**src/rtl/lcdHostPkg.sv**
```systemverilog
package lcdHostPkg;

  localparam logic [7:0] CMD_AINC     = 8'h10;
  localparam logic [7:0] CMD_CHB      = 8'h11;
  localparam logic [7:0] CMD_TGT_DISP = 8'h12;
  localparam logic [7:0] CMD_TGT_BLNK = 8'h13;
  localparam logic [7:0] BLANK_CODE   = 8'h20;

  typedef struct packed {
    logic       dataWr;
    logic       cmdLoad;
    logic       cmdAinc;
    logic       cmdChb;
    logic       cmdTgtDisp;
    logic       cmdTgtBlink;
    logic [7:0] byteVal;
  } hostStrobe_t;

  function automatic logic isLoadCmd(input logic [7:0] b);
    return b[7:6] == 2'b01;
  endfunction

endpackage

```
**src/rtl/lcdHostCtrl.sv**
```systemverilog
module lcdHostCtrl
  import lcdHostPkg::*;
#(
  parameter int BUSY_CYCLES = 10,
  parameter int SYNC_STAGES = 2
) (
  input  logic        clk,
  input  logic        rstN,
  input  logic        serialMode,
  input  logic        csN,
  input  logic        cmdSel,
  input  logic        wrN,
  input  logic [7:0]  dbIn,
  input  logic        sclk,
  input  logic        sdi,
  output hostStrobe_t strb,
  output logic        busy,
  output logic        overrun,
  output logic        sdo
);

  localparam int CNT_W = $clog2(BUSY_CYCLES + 1);
  localparam int TOP   = SYNC_STAGES - 1;

  logic [TOP:0]     wrSync;
  logic [TOP:0]     sclkSync;
  logic [2:0]       bitCnt;
  logic [6:0]       shiftReg;
  logic [CNT_W-1:0] busyCnt;

  logic wrRise, sRise, sFall;
  logic parDone, serDone, byteDone, accept;
  logic [7:0] byteVal;

  always_ff @(posedge clk) begin
    if (!rstN) begin
      wrSync   <= '1;
      sclkSync <= '1;
    end else begin
      wrSync   <= {wrSync[TOP-1:0], wrN};
      sclkSync <= {sclkSync[TOP-1:0], sclk};
    end
  end

  assign wrRise = wrSync[TOP-1] & ~wrSync[TOP];
  assign sRise  = sclkSync[TOP-1] & ~sclkSync[TOP];
  assign sFall  = ~sclkSync[TOP-1] & sclkSync[TOP];

  // serial shifter, MSB first
  always_ff @(posedge clk) begin
    if (!rstN) begin
      bitCnt   <= '0;
      shiftReg <= '0;
    end else if (csN || !serialMode) begin
      bitCnt <= '0;
    end else if (sRise) begin
      shiftReg <= {shiftReg[5:0], sdi};
      bitCnt   <= bitCnt + 3'd1;
    end
  end

  assign parDone  = !serialMode && !csN && wrRise;
  assign serDone  = serialMode && !csN && sRise && (bitCnt == 3'd7);
  assign byteDone = parDone || serDone;
  assign byteVal  = serialMode ? {shiftReg, sdi} : dbIn;
  assign accept   = byteDone && !busy;
  assign busy     = busyCnt != '0;

  always_ff @(posedge clk) begin
    if (!rstN) begin
      busyCnt <= '0;
      overrun <= 1'b0;
      sdo     <= 1'b0;
    end else begin
      if (accept)     busyCnt <= CNT_W'(BUSY_CYCLES);
      else if (busy)  busyCnt <= busyCnt - 1'b1;
      if (byteDone && busy) overrun <= 1'b1;
      if (serialMode && !csN && sFall) sdo <= busy;
    end
  end

  always_comb begin
    strb         = '0;
    strb.byteVal = byteVal;
    if (accept) begin
      if (!cmdSel) begin
        strb.dataWr = 1'b1;
      end else if (isLoadCmd(byteVal)) begin
        strb.cmdLoad = 1'b1;
      end else begin
        case (byteVal)
          CMD_AINC:     strb.cmdAinc     = 1'b1;
          CMD_CHB:      strb.cmdChb      = 1'b1;
          CMD_TGT_DISP: strb.cmdTgtDisp  = 1'b1;
          CMD_TGT_BLNK: strb.cmdTgtBlink = 1'b1;
          default:      ;
        endcase
      end
    end
  end

endmodule

```
**src/rtl/lcdHostData.sv**
```systemverilog
module lcdHostData
  import lcdHostPkg::*;
#(
  parameter int ADDR_W = 6
) (
  input  logic              clk,
  input  logic              rstN,
  input  hostStrobe_t       strb,
  input  logic              serialMode,
  input  logic              csN,
  input  logic              rdN,
  input  logic              cmdSel,
  input  logic              busy,
  input  logic [7:0]        ramRdata,
  output logic              ramWe,
  output logic              ramBlinkWe,
  output logic [ADDR_W-1:0] ramAddr,
  output logic [7:0]        ramWdata,
  output logic [7:0]        dbOut,
  output logic              dbOe
);

  logic [ADDR_W-1:0] ptr;
  logic              tgtBlink;
  logic              stepPtr;

  assign stepPtr = strb.dataWr || strb.cmdAinc || strb.cmdChb;

  always_ff @(posedge clk) begin
    if (!rstN) begin
      ptr      <= '0;
      tgtBlink <= 1'b0;
    end else begin
      if (strb.cmdLoad)     ptr <= strb.byteVal[ADDR_W-1:0];
      else if (stepPtr)     ptr <= ptr + 1'b1;
      if (strb.cmdTgtBlink) tgtBlink <= 1'b1;
      else if (strb.cmdTgtDisp) tgtBlink <= 1'b0;
    end
  end

  always_comb begin
    ramWe      = 1'b0;
    ramBlinkWe = 1'b0;
    ramWdata   = strb.byteVal;
    if (strb.dataWr) begin
      if (tgtBlink) begin
        ramBlinkWe = 1'b1;
        ramWdata   = {7'b0, strb.byteVal[0]};
      end else begin
        ramWe = 1'b1;
      end
    end
    if (strb.cmdAinc) begin
      ramWe      = 1'b1;
      ramBlinkWe = 1'b1;
      ramWdata   = BLANK_CODE;
    end
    if (strb.cmdChb) begin
      ramBlinkWe = 1'b1;
      ramWdata   = 8'h01;
    end
  end

  assign ramAddr = ptr;
  assign dbOe    = !serialMode && !csN && !rdN;
  assign dbOut   = cmdSel ? {7'b0, busy} : ramRdata;

endmodule

```
**src/rtl/lcdHostFront.sv**
```systemverilog
module lcdHostFront
  import lcdHostPkg::*;
#(
  parameter int ADDR_W      = 6,
  parameter int BUSY_CYCLES = 10,
  parameter int SYNC_STAGES = 2
) (
  input  logic              clk,
  input  logic              rstN,
  input  logic              serialMode,
  input  logic              csN,
  input  logic              cmdSel,
  input  logic              wrN,
  input  logic              rdN,
  input  logic [7:0]        dbIn,
  output logic [7:0]        dbOut,
  output logic              dbOe,
  input  logic              sclk,
  input  logic              sdi,
  output logic              sdo,
  output logic              busy,
  output logic              overrun,
  output logic              ramWe,
  output logic              ramBlinkWe,
  output logic [ADDR_W-1:0] ramAddr,
  output logic [7:0]        ramWdata,
  input  logic [7:0]        ramRdata
);

  hostStrobe_t strb;

  lcdHostCtrl #(
    .BUSY_CYCLES(BUSY_CYCLES),
    .SYNC_STAGES(SYNC_STAGES)
  ) uCtrl (
    .clk(clk), .rstN(rstN), .serialMode(serialMode), .csN(csN),
    .cmdSel(cmdSel), .wrN(wrN), .dbIn(dbIn), .sclk(sclk), .sdi(sdi),
    .strb(strb), .busy(busy), .overrun(overrun), .sdo(sdo)
  );

  lcdHostData #(.ADDR_W(ADDR_W)) uData (
    .clk(clk), .rstN(rstN), .strb(strb), .serialMode(serialMode),
    .csN(csN), .rdN(rdN), .cmdSel(cmdSel), .busy(busy),
    .ramRdata(ramRdata), .ramWe(ramWe), .ramBlinkWe(ramBlinkWe),
    .ramAddr(ramAddr), .ramWdata(ramWdata), .dbOut(dbOut), .dbOe(dbOe)
  );

endmodule

```
**config.mk**
```make
export PLATFORM = sky130hd
export DESIGN_NAME = lcdHostFront
export DESIGN_NICKNAME = d
export VERILOG_FILES = /design/src/rtl/lcdHostPkg.sv /design/src/rtl/lcdHostCtrl.sv /design/src/rtl/lcdHostData.sv /design/src/rtl/lcdHostFront.sv
export SDC_FILE = /design/constraint.sdc
export NUM_CORES = 1
export LEC_CHECK = 0
export BUFFER_PORTS_ARGS = -buffer_cell sky130_fd_sc_hd__buf_4
export CORE_AREA = 2 2 58 60
export DETAILED_ROUTE_END_ITERATION = 6
export DIE_AREA = 0 0 60 62
export PLACE_DENSITY_LB_ADDON = 0.3
export SLEW_MARGIN = 20
export SYNTH_ARGS = -nofsm -noshare
export SYNTH_HDL_FRONTEND = slang
export SYNTH_HIERARCHICAL = 1
export SYNTH_SLANG_ARGS = --single-unit
```
**constraint.sdc**
```tcl
create_clock -name clk -period 4.24 [get_ports clk]
set_input_delay 0.636 -clock clk [delete_from_list [all_inputs] [get_ports clk]]
set_output_delay 0.636 -clock clk [all_outputs]
set_load 0.05 [all_outputs]
```
## Word level (Yosys, flattened, before mapping)

Index checks and enable logic that the tools add are counted.

| cells by class | value |
|---|---|
| add/subtract/negate cells | 3 |
| equality and inequality tests | 6 |
| muxes and demuxes | 28 |
| bitwise logic cells | 8 |
| reductions and logical operators | 24 |

Operators with widths:

| cell | count |
|---|---|
| $mux 8 | 6 |
| $eq 8x5->1 const B | 4 |
| $mux 6 | 3 |
| $mux 1 | 15 |
| $mux 4 | 3 |
| $logic_and 1x1->1 | 9 |
| $add 6x1->6 const B | 1 |
| $reduce_bool 2->1 | 3 |
| $mux 5 | 1 |
| $not 1->1 | 5 |
| $logic_not 1->1 | 4 |
| $logic_or 1x1->1 | 4 |
| $reduce_bool 4->1 | 1 |
| $reduce_or 2->1 | 2 |
| $sub 4x1->4 const B | 1 |
| $add 3x1->3 const B | 1 |
| $and 1x1->1 | 3 |
| $eq 3x3->1 const B | 1 |
| $eq 2x1->1 const B | 1 |
| $reduce_and 2->1 | 1 |

| word-level totals | value |
|---|---|
| flip-flop bits (word level) | 27 |
| input port bits | 25 |
| word-level logic and storage cells | 79 |

## Longest topological paths before layout

Gate-level depths: netlist (run 1).

| logic depth | value |
|---|---|
| word-level depth | 11 |
| depth in mapped cells | 9 |

## Modules after synthesis

Netlist (run 1), hierarchy kept.

By module, submodules not included:

| module | times used | cells an instance | area each (µm²) | sequential area each (µm²) |
|---|---|---|---|---|
| lcdHostCtrl | 1 | 106 | 1,072.3 | 400.4 |
| lcdHostData | 1 | 62 | 490.5 | 140.1 |

## Worst setup path after synthesis (run 1)

OpenSTA, ideal clock, no wires.

| timing path | value |
|---|---|
| path type | input to output |
| start point | in serialMode |
| end point | out ramWdata[5] |
| data arrival time | 2.801 ns |
| data required time | 3.604 ns |
| slack | 0.803 ns |
| stages on the path | 6 |
| path buffers | 1 |
| cell sequence | buf_6 > nor4b_4 > a22oi_4 > nor4_1 > a21oi_1 > nor2_1 |

RTL lines:

| what | line | source |
|---|---|---|
| from (decl) | lcdHostFront.sv:10 | `input logic serialMode,` |
| to (decl) | lcdHostFront.sv:26 | `output logic [7:0] ramWdata,` |

==> run metrics, run 1 <==
status completed; crit path kind reg -> out; dpl ws 0.739 ns; Setup Buffers After CTS 0; Synthesis Warnings 6; GRT Util Overall 19.3%; I/O Buffers 52; total chip power 0.679 mW; share of cells above drive strength 1 34.4%; FFs w/ async S/R, synth 0%; pin count of the biggest net entering global routing 17; CP Data Arrival Time 2.95 ns; ys flop type dfxtp_1; final slew viol count 0; worst slew pin tran 0.751 ns; Layout area overhead 29.1%; Cell Area, Synth 1560 µm²; Clock Tree Root clkbuf_4; Synth Instances 168; Core ar. 3180 µm²; Final Skew 0.00420 ns; Cell variety after synth 40; GRT Residual Overflow 0; CTS Sinks 27; Final Critical Period 3.59 ns; worst hold path type reg -> reg; initial antenna violation count 0; hold_buf cts 0; # fillers 287; die footprint 3720 µm²; Max FO, Critical Path 8; most frequent cells in the layout buf_4, dfxtp_1, nor2_1, mux2i_1, inv_1; Final Hold Fails 0; Synth Area per Inst 9.30 µm²; routed wire length 3480 µm; Max Cap Viol 0; static leakage 0.927 nW; post-synthesis register bit count 27; remaining antenna violation count 0; crit path capture type output pin; R2R Setup Slk 1.73 ns; vias in the first global route 1,203; Std-Cell Rows 21; commonest non-fill, non-tap cell in the layout buf_4; Post-DP HPWL 2710 µm; nets 252; Num CTS Buffers 3; die width 60 µm; sequential-to-total area share from yosys stat 34.6%; max_slew headroom 49.7%; FMAX 279 MHz; RePlAce Congestion 0.800; Final Cycle Share 84.7%; via count 1,360; Post-synth EDFFs 0; RSZ-0062 raised after global routing no; # IOs 53; global-route wire length before repair 5380 µm; Reg clk slew, reported paths 0.14 ns; Vias/cell 5.09; Die Y 62 µm; Critical Path Source Type register; Initial DRC Count 36; Max Root-Sink Buffers 2; clk_lat worst skew 0.33 ns; PD cells 337 nW/µm²; Register Area 541 µm²; cts repair resizes 0; # DRC 0; Setup TNS Final 0 ns; Peak VDD IR 0.000225 V; Initial Util 49.2%; multi-input logic area 943 µm²; ANT cells 0; setup ws final 0.650 ns; Worst EP required 3.60 ns; CTS tree yes; H-tree depth 1; Detailed Routing Iterations Pass 1 4; setup violators final 0; post-synthesis net count 198; wire per inst 13.0 µm
==> synthesized netlist by cell type (3+ instances only) <==
library cell	instances	area (µm²)
xnor2_1	3	26.3
o21ai_0	7	35.0
a21oi_1	6	30.0
nand2b_1	5	31.3
nor2b_1	7	43.8
a31oi_1	3	18.8
dfxtp_1	27	541
ha_1	5	62.6
nor3_1	4	20.0
nor4_1	4	25.0
nor2_1	17	63.8
mux2i_1	14	140
nand3_1	6	30.0
and2_1	6	37.5
o31ai_1	3	22.5
inv_1	11	41.3
nand2_1	3	11.3
mux2_2	7	78.8
==> layout make-up <==
cell class / count / area share [%]
clock inverters: 1 / 0.372
multi-input cells: 125 / 46.7
repair buffers: 54 / 20.1
well taps: 46 / 2.85
clock buffers: 3 / 1.12
inverters: 11 / 2.05
flip-flops and latches: 27 / 26.8
==> where the power goes <==
group / internal, mW / total [mW] / switching (mW) / leakage (nW)
Combinational: 0.113 / 0.273 / 0.161 / 0.694
Sequential: 0.273 / 0.292 / 0.0193 / 0.219
Clock: 0.0362 / 0.114 / 0.0775 / 0.0139
Total: 0.422 / 0.679 / 0.257 / 0.927
==> worst max-delay path: stages, from the launching register on <==
cell	delay (ns)
dfxtp_1	0.35
ha_1	0.20
ha_1	0.21
and4bb_2	0.26
a22oi_4	0.26
nor4_1	0.10
buf_4	0.17
a211oi_1	0.64
and2_1	0.23
buf_4	0.20
==> cells by family (layout without fill, tap and decap cells) <==
family	after synthesis	count (layout)	share of synthesized area, %
adder cells (fa/ha/maj)	5	5	4.00
XOR/XNOR	5	5	2.80
multiplexers	21	21	14.0
flip-flops	27	27	34.6
AO/OA/AOI/OAI	27	27	11.8
AND/OR/NAND/NOR	67	67	27.8
buffers and inverters	16	69	5.04
==> stage by stage <==
step           cells  hold WS [ns]  utilization [%]  instance area, µm²
3_5_place_dp     263         0.440             62.5                1990
5_1_grt          267         0.467             63.5                2020
2_1_floorplan    168         0.412                -                1560
3_3_place_gp     263         0.447             62.5                1990
6_report         267         0.471             63.5                2020
4_1_cts          267         0.480             63.5                2020
==> path summary, 6_finish.rpt <==
check / startpoint / end / cells after the start
setup / recovery: uCtrl/bitCnt[0]$_SDFFE_PP0N_ / ramWdata[2] / 9
hold / removal: uCtrl/wrSync[0]$_SDFF_PN1_ / uCtrl/wrSync[1]$_SDFF_PN1_ / 1
setup reg to reg: uCtrl/busyCnt[0]$_SDFFE_PP0P_ / uData/ramAddr[5]$_SDFFE_PN0P_ / 9
hold reg to reg: uCtrl/wrSync[0]$_SDFF_PN1_ / uCtrl/wrSync[1]$_SDFF_PN1_ / 1
==> layer usage <==
metal  wire length (µm)  track usage, %
met5                  0               0
met1               1520            24.1
met3                167            4.35
met2               1760            33.7
met4                 33            4.76
==> state kept, by name, indices dropped and copies added (netlist names) <==
register / cells
uCtrl/busyCnt: 4
uCtrl/bitCnt: 3
uCtrl/sdo: 1
uCtrl/overrun: 1
uCtrl/sclkSync: 2
uData/ramAddr: 6
uCtrl/shiftReg: 7
uData/tgtBlink: 1
uCtrl/wrSync: 2
Power figures use the tool's default switching activity.
==> run 2, diff against run 1 <==
--- a/config.mk
+++ b/config.mk
@@ -6,9 +6,9 @@
 export NUM_CORES = 1
 export LEC_CHECK = 0
 export BUFFER_PORTS_ARGS = -buffer_cell sky130_fd_sc_hd__buf_4
-export CORE_AREA = 2 2 58 60
+export CORE_AREA = 2 2 59 61
 export DETAILED_ROUTE_END_ITERATION = 6
-export DIE_AREA = 0 0 60 62
+export DIE_AREA = 0 0 61 63
 export PLACE_DENSITY_LB_ADDON = 0.3
 export SLEW_MARGIN = 20
 export SYNTH_ARGS = -nofsm -noshare
==> constraint.sdc (replaced) <==
create_clock -name clk -period 3.69 [get_ports clk]
set_input_delay 0.5535 -clock clk [delete_from_list [all_inputs] [get_ports clk]]
set_output_delay 0.5535 -clock clk [all_outputs]
set_load 0.05 [all_outputs]
==> run 2 against run 1 <==
Effect of this change:
- design area up 0.37%
- register-to-register slack lost 0.67 ns
- global-route usage is 0.10 points higher
- critical path depth did not move
- power up 16%
- routed wire length decreased by 0.46%
- sequential power up 15%
- non-clock buffer count is 1 higher
- final cell count rose by 0.37%
- count of clock-buffer cells in the layout did not move
- clock power up 17%
- largest power group unchanged
- highest routed layer unchanged
==> run metrics, run 2 (synthesized netlist as in run 1, its figures left out) <==
Max FO, Critical Path 8; # DRC 0; clk_lat worst skew 0.33 ns; Worst Hold Path Cells 2; Reg2Reg Launch Point uCtrl/busyCnt[0]$_SDFFE_PP0P_; number of flip-flops in the largest register 7; # IOs 53; static leakage 0.932 nW; combinational share of power 40.3%; Layout area overhead 29.6%; via count 1,361; I/O Buffers 52; Setup Buffers After CTS 0; Core Util, Final 62.7%; GRT Residual Overflow 0; status completed; sw frac 38.4%; clock network power share 16.9%; Largest Register uCtrl/shiftReg; CP Data Arrival Time 2.75 ns; remaining antenna violation count 0; placed cell areas 2000 µm²; vias in the first global route 1,310; Critical Path Source Type register; Reg clk slew, reported paths 0.15 ns; Die Y 63 µm; Max Root-Sink Buffers 2; Max Cap Viol 0; GRT Util Overall 19.4%; Fin Hold WS 0.392 ns; routed wire length 3470 µm; min-delay src sclk; initial antenna violation count 0; max_slew headroom 65.4%; nets 253; Final Hold Fails 0; die width 61 µm; wire per inst 12.9 µm; Sequential Power Share 42.8%; Pint 0.485 mW; final instance area 2030 µm²; Initial DRC Count 38; RSZ-0062 raised after global routing no; Final Skew 0.00251 ns; PD cells 389 nW/µm²; Num CTS Buffers 3; cts repair resizes 0; ANT cells 0; hold_buf cts 0; Final Cycle Share 89.4%; global-route wire length before repair 5780 µm; cell depth of the worst flop-to-flop path 9; RePlAce Congestion 0.844; worst-case hold path end point uCtrl/sclkSync[0]$_SDFF_PN1_; FMAX 303 MHz; final slew viol count 0; Worst R2R End uData/ramAddr[5]$_SDFFE_PN0P_; Std-Cell Rows 21; CTS Sinks 27; Core ar. 3230 µm²; setup violators final 0; crit path kind reg -> out; Setup TNS Final 0 ns; Vias/cell 5.08; Post-DP HPWL 2710 µm; commonest non-fill, non-tap cell in the layout buf_4; Worst EP required 3.14 ns; pin count of the biggest net entering global routing 17; Peak VDD IR 0.000192 V; CTS tree yes; worst slew pin tran 0.519 ns; share of cells above drive strength 1 34.7%; sw power 0.303 mW; Final Critical Period 3.30 ns; Initial Util 48.4%; Detailed Routing Iterations Pass 1 4; die footprint 3840 µm²; Clock Tree Root clkbuf_4; worst hold path type in -> reg; most frequent cells in the layout buf_4, dfxtp_1, nor2_1, mux2i_1, inv_1; H-tree depth 1; R2R Setup Slk 1.06 ns; crit path capture type output pin
[run 2: cell types whose count changed in the layout (fill, tap and decap cells not counted)]
cell,previous run,this run
buf_4,54,55
[run 2: how the worst max path moves through the flow]
stage	start	end	slack, ns	cells after the start
after floorplan	serialMode	ramWdata[5]	0.42	6
after global placement	serialMode	ramWdata[1]	0.63	8
after detailed placement	serialMode	ramWdata[3]	0.57	8
after CTS	uCtrl/bitCnt[0]$_SDFFE_PP0N_	ramWdata[1]	0.40	9
after global routing	uCtrl/bitCnt[0]$_SDFFE_PP0N_	ramWdata[1]	0.23	9
final	uCtrl/bitCnt[0]$_SDFFE_PP0N_	ramWdata[2]	0.39	9
[run 2: final cells by class]
cell class / instances / area, µm²
multi-input combinational: 125 / 943
tap: 46 / 57.6
clock buffer: 3 / 22.5
sequential: 27 / 541
timing repair buffer: 55 / 413
inverter: 11 / 41.3
clock inverter: 1 / 7.51
fill: 294 / 1210
[run 2: critical path: stages (launching register included)]
cell	delay [ns]
dfxtp_1	0.35
ha_1	0.20
ha_1	0.20
and4bb_2	0.26
a22oi_4	0.26
nor2_1	0.17
a211oi_1	0.46
buf_4	0.21
and2_1	0.12
buf_4	0.19
[run 2: power groups by stage]
| stage | registers [mW] | logic, mW | clock network, mW |
|---|---|---|---|
| floorplan | 0.342 | 0.231 | 0 |
| global placement | 0.342 | 0.313 | 0 |
| detailed placement | 0.344 | 0.318 | 0 |
| CTS | 0.337 | 0.320 | 0.139 |
| global route | 0.341 | 0.348 | 0.152 |
| finish | 0.337 | 0.318 | 0.133 |
[run 2: through the flow]
step | worst slack (ns) | instances | total power, mW
3_5_place_dp | 0.574 | 264 | 0.661
2_1_floorplan | 0.418 | 168 | 0.573
6_report | 0.389 | 268 | 0.788
5_1_grt | 0.228 | 268 | 0.841
4_1_cts | 0.396 | 268 | 0.796
3_3_place_gp | 0.631 | 264 | 0.655
[run 2: per-layer routing]
| layer | GRT usage (%) | up-vias | routed length (µm) |
|---|---|---|---|
| met1 | 23.3 | 630 | 1540 |
| met3 | 4.35 | 4 | 113 |
| met4 | 4.08 | 0 | 26 |
| li1 | - | 704 | - |
| met5 | 0 | - | 0 |
| met2 | 34.1 | 23 | 1780 |
